$ cat src/rtl/mms_pkg.sv
package mms_pkg;
  typedef enum logic {
    CLS_DATA  = 1'b0,
    CLS_INSTR = 1'b1
  } miss_cls_e;

  typedef enum logic {
    CAUSE_NORIGHTS = 1'b0,
    CAUSE_CONFLICT = 1'b1
  } fail_cause_e;

  localparam int unsigned NUM_CLS = 2;
endpackage

$ cat src/rtl/mms_rst_sync.sv
module mms_rst_sync (
  input  logic clk,
  input  logic rst_n,
  output logic rst_sync_n
);
  logic [1:0] sync_q;

  always_ff @(posedge clk or negedge rst_n) begin
    if (!rst_n) sync_q <= 2'b00;
    else        sync_q <= {sync_q[0], 1'b1};
  end

  assign rst_sync_n = sync_q[1];
endmodule

$ cat src/rtl/mms_hist.sv
// One history counter with its threshold for a single miss class.
module mms_hist #(
  parameter int unsigned CNT_W   = 4,
  parameter int unsigned THR_RST = 0
) (
  input  logic             clk,
  input  logic             rst_n,
  input  logic             upd_en,
  input  logic             upd_peer,
  input  logic             thr_we,
  input  logic [CNT_W-1:0] thr_wd,
  output logic [CNT_W-1:0] cnt,
  output logic [CNT_W-1:0] thr,
  output logic             use_p2p
);
  localparam logic [CNT_W-1:0] CNT_MAX = {CNT_W{1'b1}};
  localparam logic [CNT_W-1:0] CNT_MIN = '0;

  logic [CNT_W-1:0] cnt_q, cnt_d;
  logic [CNT_W-1:0] thr_q, thr_d;
  logic             cnt_en;

  always_comb begin
    cnt_en = 1'b0;
    cnt_d  = cnt_q;
    if (upd_en) begin
      if (upd_peer && cnt_q != CNT_MAX) begin
        cnt_en = 1'b1;
        cnt_d  = cnt_q + 1'b1;
      end else if (!upd_peer && cnt_q != CNT_MIN) begin
        cnt_en = 1'b1;
        cnt_d  = cnt_q - 1'b1;
      end
    end
    thr_d = thr_wd;
  end

  always_ff @(posedge clk or negedge rst_n) begin
    if (!rst_n) begin
      cnt_q <= '0;
      thr_q <= CNT_W'(THR_RST);
    end else begin
      if (cnt_en) cnt_q <= cnt_d;
      if (thr_we) thr_q <= thr_d;
    end
  end

  assign cnt     = cnt_q;
  assign thr     = thr_q;
  assign use_p2p = (cnt_q > thr_q);
endmodule

$ cat src/rtl/mms_retry.sv
// Turns a failed peer-to-peer attempt into one mediated retry.
module mms_retry #(
  parameter int unsigned TAG_W = 6
) (
  input  logic             clk,
  input  logic             rst_n,
  input  logic             fail_vld,
  input  logic             fail_was_p2p,
  input  logic             fail_cause,
  input  logic [TAG_W-1:0] fail_tag,
  output logic             retry_vld,
  output logic             retry_cause,
  output logic [TAG_W-1:0] retry_tag
);
  logic             vld_q, vld_d;
  logic             cause_q, cause_d;
  logic [TAG_W-1:0] tag_q, tag_d;
  logic             load_en;

  always_comb begin
    vld_d   = fail_vld & fail_was_p2p;
    load_en = vld_d;
    cause_d = fail_cause;
    tag_d   = fail_tag;
  end

  always_ff @(posedge clk or negedge rst_n) begin
    if (!rst_n) begin
      vld_q   <= 1'b0;
      cause_q <= 1'b0;
      tag_q   <= '0;
    end else begin
      vld_q <= vld_d;
      if (load_en) begin
        cause_q <= cause_d;
        tag_q   <= tag_d;
      end
    end
  end

  assign retry_vld   = vld_q;
  assign retry_cause = cause_q;
  assign retry_tag   = tag_q;
endmodule

$ cat src/rtl/miss_mode_sel.sv
module miss_mode_sel #(
  parameter int unsigned CNT_W   = 4,
  parameter int unsigned THR_RST = 0,
  parameter int unsigned TAG_W   = 6
) (
  input  logic             clk,
  input  logic             rst_n,
  input  logic             thr_wr_en,
  input  logic             thr_wr_cls,
  input  logic [CNT_W-1:0] thr_wr_val,
  input  logic             miss_vld,
  input  logic             miss_is_instr,
  output logic             mode_p2p,
  input  logic             cmpl_vld,
  input  logic             cmpl_is_instr,
  input  logic             cmpl_from_peer,
  input  logic             fail_vld,
  input  logic             fail_was_p2p,
  input  logic             fail_cause,
  input  logic [TAG_W-1:0] fail_tag,
  output logic             retry_vld,
  output logic             retry_cause,
  output logic [TAG_W-1:0] retry_tag
);
  import mms_pkg::*;

  logic                            rst_sync_n;
  logic [NUM_CLS-1:0][CNT_W-1:0]   hist_cnt;
  logic [NUM_CLS-1:0][CNT_W-1:0]   hist_thr;
  logic [NUM_CLS-1:0]              hist_p2p;

  mms_rst_sync u_rst (
    .clk        (clk),
    .rst_n      (rst_n),
    .rst_sync_n (rst_sync_n)
  );

  for (genvar c = 0; c < NUM_CLS; c++) begin : g_cls
    logic upd_en, thr_we;
    assign upd_en = cmpl_vld  && (cmpl_is_instr == c[0]);
    assign thr_we = thr_wr_en && (thr_wr_cls == c[0]);

    mms_hist #(.CNT_W(CNT_W), .THR_RST(THR_RST)) u_hist (
      .clk      (clk),
      .rst_n    (rst_sync_n),
      .upd_en   (upd_en),
      .upd_peer (cmpl_from_peer),
      .thr_we   (thr_we),
      .thr_wd   (thr_wr_val),
      .cnt      (hist_cnt[c]),
      .thr      (hist_thr[c]),
      .use_p2p  (hist_p2p[c])
    );
  end

  assign mode_p2p = miss_vld && (miss_is_instr ? hist_p2p[CLS_INSTR]
                                               : hist_p2p[CLS_DATA]);

  mms_retry #(.TAG_W(TAG_W)) u_retry (
    .clk          (clk),
    .rst_n        (rst_sync_n),
    .fail_vld     (fail_vld),
    .fail_was_p2p (fail_was_p2p),
    .fail_cause   (fail_cause),
    .fail_tag     (fail_tag),
    .retry_vld    (retry_vld),
    .retry_cause  (retry_cause),
    .retry_tag    (retry_tag)
  );
endmodule

$ cat config.mk
export PLATFORM = sky130hd
export DESIGN_NAME = miss_mode_sel
export DESIGN_NICKNAME = d
export VERILOG_FILES = /design/src/rtl/mms_pkg.sv /design/src/rtl/mms_rst_sync.sv /design/src/rtl/mms_hist.sv /design/src/rtl/mms_retry.sv /design/src/rtl/miss_mode_sel.sv
export SDC_FILE = /design/constraint.sdc
export NUM_CORES = 1
export LEC_CHECK = 0
export BUFFER_PORTS_ARGS = -buffer_cell sky130_fd_sc_hd__buf_2
export CORE_UTILIZATION = 53
export DETAILED_ROUTE_END_ITERATION = 8
export PLACE_DENSITY = 0.87
export SYNTH_ARGS = -nofsm -noshare
export SYNTH_HDL_FRONTEND = slang
export SYNTH_SLANG_ARGS = --single-unit
$ cat constraint.sdc
create_clock -name clk -period 2.45 [get_ports clk]
set_clock_uncertainty 0.1 [all_clocks]
set_input_delay 0.735 -clock clk [delete_from_list [all_inputs] [get_ports clk]]
set_output_delay 0.735 -clock clk [all_outputs]
set_load 0.1 [all_outputs]
==> out/qor_table.md <==
| Quantity | Reported |
| --- | --- |
| Wire per inst | 13.6 um |
| Unrepaired setup endpoints after global routing | true |
| First-pass iteration count of the detailed router | 4 |
| Transition time at the pin with the least slew margin | 966 ps |
| Post-layout worst setup margin | -158 ps |
| Min cycle time layout | 2610 ps |
| Fin crit share | 1.06 |
| Ratio of cells with drive above 1 in the final layout | 0.445 |
| Mapped cell area | 1360 um^2 |
| Highest clock rate | 383 MHz |
| Drt first-iter violations | 13 |
| Die Footprint | 2780 um^2 |
| Tot GR Track Use | 0.200 |
| Via count of the routed design | 987 |
| Final-report hold violation count | 0 |
| Via count of the first global-routing pass | 935 |
| CP delay by family, top | flip-flops |
| Remaining max-slew budget at the tightest pin | 0.356 |
| CP Class | reg2out |
| Global-route wire length before repair | 3.97 mm |
| Peak supply drop | 0.000734 V |
| Largest area contributor in the synthesized netlist | sky130_fd_sc_hd__dfrtp_1 |
| Worst Hold Class | in2async |
| Remaining routing DRC violations | 0 |
| Residual antenna-violating net count after detailed routing | 0 |
| TritonCTS buffer count | 3 |
| Number of clock sinks seen by CTS | 26 |
| Count of warnings emitted by yosys | 0 |
| Congestion Overflow GR | 0 |
| List of cells traversed by the critical path | inv_2, ha_4, nor2b_4, o21ai_2, nand2b_1, a21oi_2, o21ai_4, buf_12 |
| Critical path launch point type | flip-flop |
| Inserted Diodes | 0 |
| Buffering stage count on the worst path with inverters included | 2 |
| Vias per Instance | 5.34 |
| Number of buffers between clock root and the deepest sink | 2 |
| Antenna violations before repair | 0 |
| R2R setup slack | 270 ps |
| Final setup viols | 1 |
| Count of unique library cells instantiated by Yosys | 27 |
| Floorplan row count | 18 |
| Delay of the slowest cell on the worst path | 400 ps |
| Share of the synthesized area in the top cell type | 0.478 |
| Leakage | 0.815 nW |
| Fin nets | 193 |
| Worst slack at placement | 70.4 ps |
| Die W | 52.7 um |
| H-tree Lvls | 1 |
| Initial core utilization | 0.555 |
| Global placer's final weighted congestion | 0.779 |
| CTS tree | done |
| Worst-skew pair later-pin latency | 300 ps |
| Worst path slowest cell | sky130_fd_sc_hd__dfrtp_1 |
| Maximum capacitance violations | 0 |
| Clock-pin slew reported for the worst setup and hold paths after clock tree synthesis | 130 ps |
| Flop and latch count out of synthesis | 26 |
| Floorplan die height | 52.7 um |
| Count of hold buffers inserted by post-cts repair | 0 |
| Average cell area after synthesis | 11.6 um^2 |
| Number of input and output port buffers inserted | 30 |
| Violated checks | setup timing |
| Total power | 1.87 mW |
| Crit path required time | 1620 ps |
| Pins Over Slew Limit | 0 |
| Power density over the cells | 1100 nW/um^2 |
| Run status | finished with violations |
| Crit path max fanout | 2 |
| Core region area | 2450 um^2 |
| Synth Instances | 117 |
| DP Wirelength | 1.94 mm |
| Sequential cell area fraction in the yosys report | 0.478 |
| Type of destination of the critical path | output pin |
| Total I/O pin count | 31 |
| Cell at the root of the clock tree | sky130_fd_sc_hd__clkbuf_4 |
| Pin count of the biggest net entering global routing | 25 |
| Synthesis-to-layout area growth | 25.4% |
| Total detailed-routing wirelength | 2.52 mm |
| Post-synthesis net count | 153 |
| Area contributors post-synth | sky130_fd_sc_hd__dfrtp_1 (48%), sky130_fd_sc_hd__ha_1 (11%), sky130_fd_sc_hd__mux2_2 (9.9%), sky130_fd_sc_hd__xnor2_1 (4.5%), sky130_fd_sc_hd__nand2_1 (3.0%) |
| Arrival time worst endpoint | 1770 ps |
worst reg2reg max path: stages, from the launching register on:
cell and delay (ps):
sky130_fd_sc_hd__dfrtp_1 440, sky130_fd_sc_hd__buf_4 160, sky130_fd_sc_hd__nand4_1 130, sky130_fd_sc_hd__nand2_1 150
sky130_fd_sc_hd__ha_1 300, sky130_fd_sc_hd__a21o_1 180, sky130_fd_sc_hd__a21oi_1 180, sky130_fd_sc_hd__mux2i_1 230
sky130_fd_sc_hd__nand2_1 90, sky130_fd_sc_hd__xnor2_1 130
final timing paths:
path                                              from                     end  cells after the start
max in group asynchronous              u_rst.sync_q[1]  g_cls[0].u_hist.cnt[0]                      0
min in group clk                       u_rst.sync_q[0]         u_rst.sync_q[1]                      0
worst min-delay path                             rst_n         u_rst.sync_q[0]                      1
worst max-delay path            g_cls[0].u_hist.thr[1]                mode_p2p                      8
worst max register to register  g_cls[1].u_hist.cnt[3]  g_cls[1].u_hist.cnt[3]                      9
worst min register to register         u_rst.sync_q[0]         u_rst.sync_q[1]                      0
through the flow:
step                TNS, ps  hold slack (ps)  area [um^2]   util  std cells
finish                 -158             80.1         1710  0.695        185
global route           -234             50.9         1710  0.695        185
CTS                    -176             72.8         1650  0.673        184
detailed placement        0              247         1600  0.651        180
global placement          0              239         1600  0.651        180
floorplan                 0              207         1370      -        117
synthesized netlist by cell type:
library cell / number
sky130_fd_sc_hd__xnor2_1: 7
sky130_fd_sc_hd__nand2b_1: 1
sky130_fd_sc_hd__nand3b_1: 1
sky130_fd_sc_hd__o2111ai_1: 1
sky130_fd_sc_hd__o21ai_0: 6
sky130_fd_sc_hd__nand3_1: 1
sky130_fd_sc_hd__conb_1: 1
sky130_fd_sc_hd__o21ai_2: 1
sky130_fd_sc_hd__nor2_1: 1
sky130_fd_sc_hd__nand4_1: 4
sky130_fd_sc_hd__mux2_4: 2
sky130_fd_sc_hd__mux2i_1: 1
sky130_fd_sc_hd__inv_1: 10
sky130_fd_sc_hd__nand2_1: 11
sky130_fd_sc_hd__a21o_1: 2
sky130_fd_sc_hd__fa_1: 2
sky130_fd_sc_hd__dfrtp_1: 26
sky130_fd_sc_hd__a21oi_2: 1
sky130_fd_sc_hd__nor4_1: 1
sky130_fd_sc_hd__nor2b_1: 3
sky130_fd_sc_hd__nor4_2: 1
sky130_fd_sc_hd__ha_1: 12
sky130_fd_sc_hd__o22ai_1: 1
sky130_fd_sc_hd__mux2_2: 12
sky130_fd_sc_hd__a21oi_1: 6
sky130_fd_sc_hd__inv_2: 1
sky130_fd_sc_hd__o21ai_1: 1
final cells by class:
| cell class | count | area [um^2] |
|---|---|---|
| repair buffers | 35 | 203 |
| flip-flops and latches | 26 | 652 |
| fillers | 174 | 748 |
| well taps | 30 | 37.5 |
| multi-input cells | 80 | 751 |
| clock buffers | 3 | 22.5 |
| inverters | 11 | 41.3 |
power breakdown:
part / total, mW / switching (mW) / internal [mW] / leakage (nW)
logic: 1.06 / 0.581 / 0.477 / 0.495
registers: 0.643 / 0.107 / 0.536 / 0.307
clock network: 0.173 / 0.115 / 0.0573 / 0.0138
placed cells by master (no fill, tap or decap):
cell | netlist | final
sky130_fd_sc_hd__xnor2_1 | 7 | 7
sky130_fd_sc_hd__ha_1 | 12 | 9
sky130_fd_sc_hd__buf_4 | 0 | 5
sky130_fd_sc_hd__o21ai_2 | 1 | 2
sky130_fd_sc_hd__mux2i_1 | 1 | 1
sky130_fd_sc_hd__mux2_2 | 12 | 12
sky130_fd_sc_hd__mux2_4 | 2 | 2
sky130_fd_sc_hd__nor4_2 | 1 | 1
sky130_fd_sc_hd__clkbuf_4 | 0 | 3
sky130_fd_sc_hd__inv_1 | 10 | 8
sky130_fd_sc_hd__o21ai_4 | 0 | 1
sky130_fd_sc_hd__nand3b_1 | 1 | 1
sky130_fd_sc_hd__buf_12 | 0 | 1
sky130_fd_sc_hd__nor4_1 | 1 | 1
sky130_fd_sc_hd__o21ai_0 | 6 | 4
sky130_fd_sc_hd__buf_2 | 0 | 29
sky130_fd_sc_hd__o22ai_2 | 0 | 1
sky130_fd_sc_hd__dfrtp_2 | 0 | 1
sky130_fd_sc_hd__dfrtp_1 | 26 | 25
sky130_fd_sc_hd__nand2_1 | 11 | 11
sky130_fd_sc_hd__nor2b_4 | 0 | 1
sky130_fd_sc_hd__ha_4 | 0 | 3
sky130_fd_sc_hd__fa_1 | 2 | 2
sky130_fd_sc_hd__o2111ai_2 | 0 | 1
sky130_fd_sc_hd__a21oi_2 | 1 | 2
sky130_fd_sc_hd__a21oi_1 | 6 | 5
sky130_fd_sc_hd__nor2b_1 | 3 | 2
sky130_fd_sc_hd__inv_2 | 1 | 3
sky130_fd_sc_hd__conb_1 | 1 | 1
sky130_fd_sc_hd__nand2b_1 | 1 | 1
sky130_fd_sc_hd__nand3_2 | 0 | 1
sky130_fd_sc_hd__a21o_1 | 2 | 2
sky130_fd_sc_hd__nor2_1 | 1 | 1
sky130_fd_sc_hd__nand4_1 | 4 | 4
sky130_fd_sc_hd__o21ai_1 | 1 | 1
metal layers:
metal / track usage / routed length, um
met1: 0.247 / 1130
met2: 0.346 / 1310
met3: 0.0377 / 60
met4: 0.0702 / 15
met5: 0 / 0
kinds of logic after synthesis:
logic type | after synthesis | share of synthesized area
AO/OA/AOI/OAI | 19 | 0.0827
multiplexers | 15 | 0.129
adder cells (fa/ha/maj) | 14 | 0.140
AND/OR/NAND/NOR | 24 | 0.0928
XOR/XNOR | 7 | 0.0450
buffers and inverters | 11 | 0.0303
flip-flops | 26 | 0.478
other | 1 | 0.00275
sequential cells by signal (all words and copies together) (netlist names):
signal and count:
g_cls.u_hist.cnt 8, g_cls.u_hist.thr 8, u_retry.retry_tag 6, u_rst.sync_q 2, u_retry.retry_cause 1, u_retry.retry_vld 1
repair_timing:
action | CTS | global route
gates resized for setup | 6 | 7
pin swaps | 2 | 4
setup endpoints to repair | 1 | 1
setup buffers | 1 | 1
(Power assumes the default switching activity.)
